==> src/rtl/hkc_pkg.sv <==
package hkc_pkg;

    typedef enum logic [1:0] {
        ST_IDLE   = 2'd0,
        ST_ABSORB = 2'd1,
        ST_FINISH = 2'd2,
        ST_DONE   = 2'd3
    } hkc_state_e;

    typedef enum logic [2:0] {
        ERR_NONE       = 3'd0,
        ERR_KEY_BUSY   = 3'd1,
        ERR_START_BUSY = 3'd2,
        ERR_PROC_ORDER = 3'd3,
        ERR_START_OFF  = 3'd4
    } hkc_err_e;

    localparam int unsigned ADDR_W = 5;
    localparam int unsigned CFG_W  = 4;
    localparam int unsigned IRQ_W  = 3;

    localparam logic [ADDR_W-1:0] A_CFG  = 5'h00;
    localparam logic [ADDR_W-1:0] A_CMD  = 5'h01;
    localparam logic [ADDR_W-1:0] A_STAT = 5'h02;
    localparam logic [ADDR_W-1:0] A_ERR  = 5'h03;
    localparam logic [ADDR_W-1:0] A_INTR = 5'h04;
    localparam logic [ADDR_W-1:0] A_KEY  = 5'h08;
    localparam logic [ADDR_W-1:0] A_DIG  = 5'h10;

    localparam int unsigned CFG_HMAC   = 0;
    localparam int unsigned CFG_SHA    = 1;
    localparam int unsigned CFG_ENDIAN = 2;
    localparam int unsigned CFG_DSWAP  = 3;

    localparam int unsigned IRQ_DONE = 0;
    localparam int unsigned IRQ_FIFO = 1;
    localparam int unsigned IRQ_ERR  = 2;

    function automatic logic [31:0] bswap32(input logic [31:0] w);
        return {w[7:0], w[15:8], w[23:16], w[31:24]};
    endfunction

endpackage

==> src/rtl/hkc_fsm.sv <==
module hkc_fsm
    import hkc_pkg::*;
(
    input  logic       clk,
    input  logic       rst_n,
    input  logic       cmd_start,
    input  logic       cmd_proc,
    input  logic       sha_en,
    input  logic       key_wr,
    input  logic       core_done,
    output hkc_state_e state_o,
    output logic       core_start_o,
    output logic       core_process_o,
    output logic       digest_cap_o,
    output logic       err_valid_o,
    output hkc_err_e   err_code_o
);

    hkc_state_e state_q, state_d;
    hkc_err_e   err_d, err_q;
    logic       start_q, proc_q;

    // Next state and error decode
    always_comb begin
        state_d = state_q;
        err_d   = ERR_NONE;
        unique case (state_q)
            ST_IDLE: begin
                if (cmd_start) begin
                    if (sha_en) state_d = ST_ABSORB;
                    else        err_d   = ERR_START_OFF;
                end else if (cmd_proc) begin
                    err_d = ERR_PROC_ORDER;
                end
            end
            ST_ABSORB: begin
                if (cmd_start)     err_d   = ERR_START_BUSY;
                else if (cmd_proc) state_d = ST_FINISH;
            end
            ST_FINISH: begin
                if (core_done)     state_d = ST_DONE;
                if (cmd_start)     err_d   = ERR_START_BUSY;
                else if (cmd_proc) err_d   = ERR_PROC_ORDER;
            end
            ST_DONE: begin
                state_d = ST_IDLE;
                if (cmd_start)     err_d = ERR_START_BUSY;
                else if (cmd_proc) err_d = ERR_PROC_ORDER;
            end
            default: state_d = ST_IDLE;
        endcase
        if (key_wr && (state_q != ST_IDLE)) err_d = ERR_KEY_BUSY;
    end

    // State register
    always_ff @(posedge clk or negedge rst_n) begin
        if (!rst_n) state_q <= ST_IDLE;
        else        state_q <= state_d;
    end

    // Registered outputs
    always_ff @(posedge clk or negedge rst_n) begin
        if (!rst_n) begin
            start_q <= 1'b0;
            proc_q  <= 1'b0;
            err_q   <= ERR_NONE;
        end else begin
            start_q <= (state_q == ST_IDLE)   && (state_d == ST_ABSORB);
            proc_q  <= (state_q == ST_ABSORB) && (state_d == ST_FINISH);
            if (err_d != ERR_NONE) err_q <= err_d;
        end
    end

    assign state_o        = state_q;
    assign core_start_o   = start_q;
    assign core_process_o = proc_q;
    assign digest_cap_o   = (state_q == ST_FINISH) && core_done;
    assign err_valid_o    = (err_d != ERR_NONE);
    assign err_code_o     = err_q;

    a_r5_start_single: assert property (@(posedge clk) disable iff (!rst_n)
        core_start_o |=> !core_start_o);
    a_r5_start_in_absorb: assert property (@(posedge clk) disable iff (!rst_n)
        core_start_o |-> state_q == ST_ABSORB);
    a_r6_proc_in_finish: assert property (@(posedge clk) disable iff (!rst_n)
        core_process_o |-> state_q == ST_FINISH);
    a_r8_done_then_idle: assert property (@(posedge clk) disable iff (!rst_n)
        state_q == ST_DONE |=> state_q == ST_IDLE);
    a_r12_err_latched: assert property (@(posedge clk) disable iff (!rst_n)
        err_valid_o |=> err_code_o == $past(err_d));

endmodule

==> src/rtl/hkc_regs.sv <==
module hkc_regs
    import hkc_pkg::*;
#(
    parameter int unsigned NUM_WORDS = 8,
    parameter int unsigned WORD_W    = 32,
    localparam int unsigned IDX_W    = $clog2(NUM_WORDS),
    localparam int unsigned DIG_W    = NUM_WORDS * WORD_W
) (
    input  logic              clk,
    input  logic              rst_n,
    input  logic              idle,
    input  logic              cfg_wr,
    input  logic              key_wr,
    input  logic [IDX_W-1:0]  key_idx,
    input  logic [WORD_W-1:0] wdata,
    input  logic              digest_cap,
    input  logic [DIG_W-1:0]  core_digest,
    output logic [CFG_W-1:0]  cfg_o,
    output logic [DIG_W-1:0]  key_o,
    output logic [DIG_W-1:0]  digest_o
);

    logic [CFG_W-1:0] cfg_q;
    logic [DIG_W-1:0] digest_q;

    always_ff @(posedge clk or negedge rst_n) begin
        if (!rst_n)              cfg_q <= '0;
        else if (cfg_wr && idle) cfg_q <= wdata[CFG_W-1:0];
    end

    for (genvar i = 0; i < NUM_WORDS; i++) begin : g_key
        logic [WORD_W-1:0] word_q;
        always_ff @(posedge clk or negedge rst_n) begin
            if (!rst_n)
                word_q <= '0;
            else if (key_wr && idle && (key_idx == IDX_W'(i)))
                word_q <= wdata;
        end
        assign key_o[(NUM_WORDS-1-i)*WORD_W +: WORD_W] = word_q;
    end

    always_ff @(posedge clk or negedge rst_n) begin
        if (!rst_n)
            digest_q <= '0;
        else if (digest_cap)
            digest_q <= core_digest;
        else if (cfg_wr && idle && !wdata[CFG_SHA])
            digest_q <= '0;
    end

    assign cfg_o    = cfg_q;
    assign digest_o = digest_q;

    a_r3_cfg_frozen: assert property (@(posedge clk) disable iff (!rst_n)
        !idle |=> $stable(cfg_q));
    a_r4_key_frozen: assert property (@(posedge clk) disable iff (!rst_n)
        !idle |=> $stable(key_o));
    a_r10_digest_cleared: assert property (@(posedge clk) disable iff (!rst_n)
        (cfg_wr && idle && !wdata[CFG_SHA]) |=> digest_q == '0);

endmodule

==> src/rtl/hkc_irq.sv <==
module hkc_irq
    import hkc_pkg::*;
(
    input  logic             clk,
    input  logic             rst_n,
    input  logic             done_set,
    input  logic             err_set,
    input  logic             fifo_lvl,
    input  logic             clr_wr,
    input  logic [IRQ_W-1:0] clr_mask,
    output logic [IRQ_W-1:0] intr_o
);

    logic             fifo_prev_q;
    logic [IRQ_W-1:0] intr_q, set_v, clr_v;

    always_comb begin
        set_v           = '0;
        set_v[IRQ_DONE] = done_set;
        set_v[IRQ_ERR]  = err_set;
        set_v[IRQ_FIFO] = fifo_lvl && !fifo_prev_q;
        clr_v           = clr_wr ? clr_mask : '0;
    end

    always_ff @(posedge clk or negedge rst_n) begin
        if (!rst_n) begin
            intr_q      <= '0;
            fifo_prev_q <= 1'b1;
        end else begin
            intr_q      <= (intr_q & ~clr_v) | set_v;
            fifo_prev_q <= fifo_lvl;
        end
    end

    assign intr_o = intr_q;

    a_r11_set_wins: assert property (@(posedge clk) disable iff (!rst_n)
        (|set_v) |=> ((intr_q & $past(set_v)) == $past(set_v)));
    a_r11_sticky: assert property (@(posedge clk) disable iff (!rst_n)
        (!clr_wr && (|intr_q)) |=> ((intr_q & $past(intr_q)) == $past(intr_q)));

endmodule

==> src/rtl/hkey_ctrl.sv <==
module hkey_ctrl
    import hkc_pkg::*;
#(
    parameter int unsigned NUM_WORDS = 8,
    parameter int unsigned WORD_W    = 32
) (
    input  logic                        clk,
    input  logic                        rst_n,
    input  logic                        reg_wr,
    input  logic                        reg_rd,
    input  logic [4:0]                  reg_addr,
    input  logic [31:0]                 reg_wdata,
    output logic [31:0]                 reg_rdata,
    output logic                        core_start,
    output logic                        core_process,
    output logic                        core_hmac_en,
    output logic                        core_endian_swap,
    output logic [NUM_WORDS*WORD_W-1:0] core_key,
    input  logic                        core_done,
    input  logic [NUM_WORDS*WORD_W-1:0] core_digest,
    input  logic                        fifo_empty,
    output logic                        intr_done,
    output logic                        intr_fifo_empty,
    output logic                        intr_err
);

    localparam int unsigned IDX_W = $clog2(NUM_WORDS);
    localparam int unsigned DIG_W = NUM_WORDS * WORD_W;

    hkc_state_e       state;
    hkc_err_e         err_code;
    logic             cfg_wr, key_wr, cmd_start, cmd_proc, intr_wr;
    logic             digest_cap, err_valid;
    logic [CFG_W-1:0] cfg;
    logic [DIG_W-1:0] digest, dig_view;
    logic [IRQ_W-1:0] intr;
    logic [31:0]      rd_d;

    // Write decode
    always_comb begin
        cfg_wr    = reg_wr && (reg_addr == A_CFG);
        intr_wr   = reg_wr && (reg_addr == A_INTR);
        cmd_start = reg_wr && (reg_addr == A_CMD) && reg_wdata[0];
        cmd_proc  = reg_wr && (reg_addr == A_CMD) && reg_wdata[1] && !reg_wdata[0];
        key_wr    = reg_wr && (reg_addr >= A_KEY)
                           && (reg_addr < ADDR_W'(A_KEY + NUM_WORDS));
    end

    hkc_fsm u_fsm (
        .clk            (clk),
        .rst_n          (rst_n),
        .cmd_start      (cmd_start),
        .cmd_proc       (cmd_proc),
        .sha_en         (cfg[CFG_SHA]),
        .key_wr         (key_wr),
        .core_done      (core_done),
        .state_o        (state),
        .core_start_o   (core_start),
        .core_process_o (core_process),
        .digest_cap_o   (digest_cap),
        .err_valid_o    (err_valid),
        .err_code_o     (err_code)
    );

    hkc_regs #(.NUM_WORDS(NUM_WORDS), .WORD_W(WORD_W)) u_regs (
        .clk         (clk),
        .rst_n       (rst_n),
        .idle        (state == ST_IDLE),
        .cfg_wr      (cfg_wr),
        .key_wr      (key_wr),
        .key_idx     (reg_addr[IDX_W-1:0]),
        .wdata       (reg_wdata),
        .digest_cap  (digest_cap),
        .core_digest (core_digest),
        .cfg_o       (cfg),
        .key_o       (core_key),
        .digest_o    (digest)
    );

    hkc_irq u_irq (
        .clk      (clk),
        .rst_n    (rst_n),
        .done_set (digest_cap),
        .err_set  (err_valid),
        .fifo_lvl (fifo_empty),
        .clr_wr   (intr_wr),
        .clr_mask (reg_wdata[IRQ_W-1:0]),
        .intr_o   (intr)
    );

    // Digest view: word i taken from the top, bytes optionally reversed
    for (genvar i = 0; i < NUM_WORDS; i++) begin : g_view
        logic [WORD_W-1:0] raw;
        assign raw = digest[(NUM_WORDS-1-i)*WORD_W +: WORD_W];
        assign dig_view[i*WORD_W +: WORD_W] = cfg[CFG_DSWAP] ? bswap32(raw) : raw;
    end

    // Read mux
    always_comb begin
        rd_d = '0;
        if (reg_addr == A_CFG) begin
            rd_d[CFG_W-1:0] = cfg;
        end else if (reg_addr == A_STAT) begin
            rd_d[1:0] = state;
            rd_d[4]   = fifo_empty;
        end else if (reg_addr == A_ERR) begin
            rd_d[2:0] = err_code;
        end else if (reg_addr == A_INTR) begin
            rd_d[IRQ_W-1:0] = intr;
        end
        for (int i = 0; i < NUM_WORDS; i++) begin
            if (reg_addr == ADDR_W'(A_DIG + i)) rd_d = dig_view[i*WORD_W +: WORD_W];
        end
    end

    always_ff @(posedge clk or negedge rst_n) begin
        if (!rst_n)      reg_rdata <= '0;
        else if (reg_rd) reg_rdata <= rd_d;
    end

    assign core_hmac_en     = cfg[CFG_HMAC];
    assign core_endian_swap = cfg[CFG_ENDIAN];
    assign intr_done        = intr[IRQ_DONE];
    assign intr_fifo_empty  = intr[IRQ_FIFO];
    assign intr_err         = intr[IRQ_ERR];

    a_r5_cmd_reads_zero: assert property (@(posedge clk) disable iff (!rst_n)
        (reg_rd && reg_addr == A_CMD) |=> reg_rdata == '0);
    a_r4_key_reads_zero: assert property (@(posedge clk) disable iff (!rst_n)
        (reg_rd && key_wr) |=> reg_rdata == '0);

endmodule

==> config.mk <==
export PLATFORM = sky130hd
export DESIGN_NAME = hkey_ctrl
export DESIGN_NICKNAME = d
export VERILOG_FILES = /design/src/rtl/hkc_pkg.sv /design/src/rtl/hkc_fsm.sv /design/src/rtl/hkc_regs.sv /design/src/rtl/hkc_irq.sv /design/src/rtl/hkey_ctrl.sv
export SDC_FILE = /design/constraint.sdc
export NUM_CORES = 1
export LEC_CHECK = 0
export BUFFER_PORTS_ARGS = -buffer_cell sky130_fd_sc_hd__buf_2
export CAP_MARGIN = 20
export CORE_AREA = 2 2 228 230
export DETAILED_ROUTE_END_ITERATION = 10
export DIE_AREA = 0 0 230 232
export GPL_TIMING_DRIVEN = 1
export HOLD_SLACK_MARGIN = 0.05
export PLACE_DENSITY_LB_ADDON = 0.12
export SYNTH_ARGS = -nofsm -noshare
export SYNTH_HDL_FRONTEND = slang
export SYNTH_SLANG_ARGS = --single-unit
==> constraint.sdc <==
create_clock -name clk -period 2.9 [get_ports clk]
set_input_delay 0.58 -clock clk [delete_from_list [all_inputs] [get_ports clk]]
set_output_delay 0.58 -clock clk [all_outputs]
set_load 0.005 [all_outputs]
* After elaboration in Yosys (flattened, before gate mapping)
Cells that the tools add are included.
** Word-level totals
- Bits of input ports :: 299
- Register bits :: 559
- Logic and storage cells :: 120
** Operators by class
- Bitwise gates (word level) :: 3
- Mux-type cells :: 40
- Reduce and logical (&&, ||, !) cells :: 34
- $lt $le $gt $ge :: 2
- Eq/ne operators :: 24
** Operators with widths (count)
- 256-bit two-way mux :: 2
- 32-bit two-way mux :: 16
- 5-bit equality test, second input constant :: 8
- 1-bit logical AND :: 24
- 3-bit two-way mux :: 8
- 2-bit two-way mux :: 8
- 3-bit equality test, second input constant :: 4
- 5-bit by 2-bit equality test with 1-bit output, second input constant :: 2
- 3-bit case mux with 3 select lines :: 1
- 2-bit case mux with 4 select lines :: 1
- 2-bit equality test, second input constant :: 3
- 3-bit by 2-bit equality test with 1-bit output, second input constant :: 2
- 5-bit by 1-bit equality test with 1-bit output, second input constant :: 1
- 5-bit by 3-bit equality test with 1-bit output, second input constant :: 1
- 5-bit by 4-bit >= comparator with 1-bit output, second input constant :: 1
- 5-bit logical NOT :: 1
- 5-bit < comparator, second input constant :: 1
- 2-bit by 1-bit equality test with 1-bit output, second input constant :: 2
- 1-bit two-way mux :: 4
- 2-bit nonzero test :: 2
- 3-bit bitwise AND :: 1
- 3-bit by 1-bit equality test with 1-bit output, second input constant :: 1
- 1-bit logical NOT :: 3
- 3-bit logical NOT :: 1
- other kinds (5) :: 5

* Depth between registers and ports, before layout
- Depth after elaboration :: 13
- Gate-level depth with buffers :: 8
- Depth with buffers taken out :: 5

* Cells and area by module
From an unflattened synthesis, not the netlist that was laid out.
** Unflattened totals
- Cell total of the unflattened synthesis :: 1969
- Area, all modules :: 25475.7 µm²
** By module, submodules not included
- hkc_regs :: cells an instance 1131, times used 1, area each 18556.5 µm², sequential area each 12912.4 µm²
- hkey_ctrl :: cells an instance 788, times used 1, area each 6384.9 µm², sequential area each 800.8 µm²
- hkc_fsm :: cells an instance 39, times used 1, area each 394.1 µm², sequential area each 175.2 µm²
- hkc_irq :: cells an instance 11, times used 1, area each 140.1 µm², sequential area each 101.3 µm²

* Worst setup path before layout
No wires, ideal clock.
- Path kind :: in2reg
- Start :: input reg_addr[3]
- End :: register reg_rdata[2]
- Stages :: 6
- Buffers on the path :: 1
- Path slack :: 0.819 ns
- Data required time :: 2.762 ns
- Library setup time :: 0.138 ns
- Arrival time :: 1.943 ns
- Cells stage by stage :: buf_4 -> or3b_2 -> nor2_1 -> a31oi_1 -> a2111oi_0 -> o21ai_0
** On the way
- Word-level cells in the longest chain between the ends :: 13
** Ends and longest elaborated chain
- from (decl) :: RTL line hkey_ctrl.sv:11 : input logic [4:0] reg_addr,
- 5-bit by 3-bit equality test with 1-bit output :: RTL line hkey_ctrl.sv:108 : end else if (reg_addr == A_INTR) begin
- 3-bit two-way mux :: RTL line hkey_ctrl.sv:108
- 3-bit two-way mux :: RTL line hkey_ctrl.sv:106 : end else if (reg_addr == A_ERR) begin
- 1-bit two-way mux :: RTL line hkey_ctrl.sv:103 : end else if (reg_addr == A_STAT) begin
- 3-bit two-way mux :: RTL line hkey_ctrl.sv:101 : if (reg_addr == A_CFG) begin
- 32-bit two-way mux (7 in a row) :: RTL line hkey_ctrl.sv:112 : if (reg_addr == ADDR_W'(A_DIG + i)) rd_d = dig_view[i*WORD_W +: WORD_W];
- 32-bit two-way mux * :: RTL line hkey_ctrl.sv:112
- to (signal assigned) :: RTL line hkey_ctrl.sv:118 : else if (reg_rd) reg_rdata <= rd_d;
- to (decl) :: RTL line hkey_ctrl.sv:13 : output logic [31:0] reg_rdata,
Mark *: on every way between the ends. The rest lies on a longest branch, timed or not.
A chain may end at the register's enable or synchronous reset.

* Final worst setup path
- Start :: register u_regs.cfg_q[3], in the netlist u_regs.cfg_o[3]
- End :: register reg_rdata[30]
** On the way
- Word-level cells in the longest chain between the ends :: 9
** Ends and longest elaborated chain
- from (decl) :: RTL line hkc_regs.sv:23 : logic [CFG_W-1:0] cfg_q;
- from (signal assigned) :: RTL line hkc_regs.sv:28 : else if (cfg_wr && idle) cfg_q <= wdata[CFG_W-1:0];
- 32-bit two-way mux :: RTL line hkey_ctrl.sv:95 : assign dig_view[i*WORD_W +: WORD_W] = cfg[CFG_DSWAP] ? bswap32(raw) : raw;
- 32-bit two-way mux (7 in a row) :: RTL line hkey_ctrl.sv:112
- 32-bit two-way mux * :: RTL line hkey_ctrl.sv:112
Marks and branches as above.

==> flow_metrics.py <==
metrics = {
    "logic_synthesis": {
        "syn_area_mm2": 0.0245,
        "synth_top_family_by_area": "multiplexers",
        "synthTopCellsByCount": "dfrtp_1, mux2_2, a22o_1",
        "synth_fp_nets": 2161,
        "synth_edf_count": 0,
        "synth-xor-area-share": 0,
        "synth_compound_area_frac": 0.142,
        "ys_types": 52,
        "ys.flop_type": "dfrtp_1",
        "synth.most_common_cell": "dfrtp_1",
        "synth_top_cell_by_area": "dfrtp_1",
        "synth_adder_area_share": 0,
        "synth_simple_gate_area_frac": 0.0363,
        "ys_ff_latch": 559,
        "postSynthAreaPerCell_um2": 13.2,
        "async_flop_share": 1.00,
        "yosysTopAreaCellShare": 0.569,
        "ys_seq_area_frac": 0.570,
        "syn_inst": 1862,
        "yosys_warnings": 0,
        "synth_area_leaders": "dfrtp_1, mux2_2, mux2i_1",
        "synth_mux_area_frac": 0.223,
    },
    "clocking": {
        "cts.sinks": 559,
        "cts-root-buf": "clkbuf_16",
        "cts_max_level": 2,
        "cts_tree": "yes",
        "ctsResizeCount": 0,
        "cts_made_buffers": 60,
        "clk-insertion-delay-late_ps": 650,
        "clk_path_buf_depth": 3,
        "clkTransAtPathRegs_ps": 60,
    },
    "worst_setup_path": {
        "path_max_fanout": 42,
        "r2r_slack_ps": 500,
        "start_kind": "flip-flop",
        "crit_type": "flip-flop to flip-flop",
        "end_kind": "flip-flop",
        "crit_arrival_ps": 2890,
        "required_ps": 3390,
    },
    "floorplan": {
        "die_w_um": 230,
        "dieHeight_um": 232,
        "coreArea_mm2": 0.0509,
        "num_io_pins": 594,
        "floorplan.initialDensity": 0.482,
        "rows": 83,
        "die_area_mm2": 0.0534,
    },
    "layout": {
        "nFillCells": 4185,
        "syn2layout_area_growth_pct": 24.7,
        "layout.nets": 2733,
        "final_layout_size_suffix_gt1_frac": 0.416,
    },
    "grt": {
        "grt_usage": 0.303,
        "grt_pass1_vias": 19200,
        "antenna_found_initial": 23,
        "grt_pass1_wl_um": 122000,
        "grt_start_max_net_pins": 182,
        "overflow": 0,
    },
    "placement": {
        "place.gp.congestion": 0.922,
        "portBuffers": 593,
        "dpl.hpwl_um": 59500,
    },
    "timing": {
        "clock_skew_ps": 18.1,
        "finalMaxSlewViolations": 0,
        "fin_crit_ps": 2400,
        "timing.final.crit_share": 0.827,
        "max_slew_margin": 0.302,
        "setup_viol": 0,
        "rsz0062_at_grt": "false",
        "max_freq_mhz": 417,
        "hold_violations": 0,
        "whs_ps": 153,
        "finalSetupTns_ps": 0,
        "max_slew.worst_pin.slew_ps": 1050,
    },
    "pwr": {
        "ir_drop_mv": 0.529,
        "powerDensity_mw_per_mm2": 876,
        "p_leak_nw": 15.2,
    },
    "status": {
        "status": "finished clean",
    },
    "drt": {
        "detail_route.wl_per_cell_um": 26.0,
        "drtPass1Iterations": 5,
        "routed_wl_um": 82600,
        "vias": 18700,
        "drc": 0,
        "first_iter_violations": 1440,
        "ant_nets": 0,
        "via_per_inst": 5.88,
    },
    "run": {
        "drv_cap": 0,
    },
    "min_path": {
        "hold_path_class": "input pin to flip-flop",
    },
}
==> layer usage <==
metal	wire length, µm	part of all wire	vias to the layer above	global-route usage
met4	3320	0.040	28	0.126
met1	32200	0.39	9568	0.369
met3	5820	0.071	196	0.0820
met2	41000	0.50	641	0.511
met5	184	0.0022	-	0
li1	-	-	8231	-
==> logic make-up (layout without fill, tap and decap cells) <==
family	Yosys count	after routing
AO/OA/AOI/OAI	459	459
flip-flops	559	559
other	0	8
buffers and inverters	160	782
AND/OR/NAND/NOR	171	171
multiplexers	513	513
==> stage by stage <==
| stage | power (W) | setup slack (ps) | util | cells | cell area (µm²) |
|---|---|---|---|---|---|
| 3_3_place_gp | 0.0188 | 444 | 0.561 | 3050 | 28500 |
| 2_1_floorplan | 0.0159 | 819 | - | 1862 | 24500 |
| 6_report | 0.0268 | 502 | 0.601 | 3172 | 30600 |
| 3_5_place_dp | 0.0190 | 390 | 0.561 | 3050 | 28500 |
| 4_1_cts | 0.0270 | 502 | 0.601 | 3164 | 30600 |
| 5_1_grt | 0.0281 | 433 | 0.601 | 3167 | 30600 |
==> cells in the final DEF (no fill, tap or decap), types with 34 or more instances in the layout <==
cell type | netlist | final
buf_4 | 1 | 41
mux2i_1 | 245 | 245
a21oi_1 | 34 | 34
buf_2 | 74 | 592
nor2_1 | 48 | 46
o21ai_0 | 46 | 45
dfrtp_1 | 558 | 557
mux2_2 | 267 | 267
clkbuf_16 | 0 | 60
o22ai_1 | 83 | 83
a22o_1 | 256 | 256
==> cell type report <==
type / instances / area [µm²] / share of cell area
Tap cell: 680 / 851 / 0.0278
Clock inverter: 14 / 188 / 0.00613
Multi-Input combinational cell: 1143 / 9900 / 0.323
Timing Repair Buffer: 660 / 3790 / 0.124
Sequential cell: 559 / 14000 / 0.457
Clock buffer: 98 / 1820 / 0.0596
Antenna cell: 8 / 20.0 / 0.000654
Inverter: 10 / 37.5 / 0.00123
==> registers in the layout (all words and copies together) (netlist names) <==
name,count
u_regs.digest_o,256
u_regs.g_key.word_q,256
reg_rdata,32
u_regs.cfg_o,4
u_fsm.err_code_o,3
u_irq.intr_o,3
u_fsm.state_o,2
u_fsm.core_process_o,1
u_fsm.core_start_o,1
u_irq.fifo_prev_q,1
==> what timing repair did <==
item | 4_1_cts | 5_1_grt
endpoints found under the hold margin | 48 | 0
setup endpoints to repair | 0 | 0
buffers inserted | 0 | 0
hold buffers | 2 | 0
==> worst paths after layout <==
kind                                   from                    to  cells after the start
min in group asynchronous             rst_n   u_regs.digest_o[44]                      2
min                        core_digest[163]  u_regs.digest_o[163]                      2
max reg2reg                 u_regs.cfg_o[3]         reg_rdata[30]                      6
max in group asynchronous             rst_n     u_irq.fifo_prev_q                      3
min reg2reg                   reg_rdata[12]         reg_rdata[12]                      2
max                         u_regs.cfg_o[3]         reg_rdata[30]                      6
==> critical path, stage by stage (launching register included) <==
cell     delay [ps]
dfrtp_4         720
buf_12          340
buf_4           250
mux2i_1         220
o22ai_1         100
nor4_1          410
o21ai_0         170
==> where the power goes <==
group / total [W] / switching (W) / internal, W
combinational: 0.00681 / 0.00303 / 0.00378
sequential: 0.0122 / 0.00190 / 0.0103
clock: 0.00783 / 0.00327 / 0.00456
(Power assumes the default switching activity.)
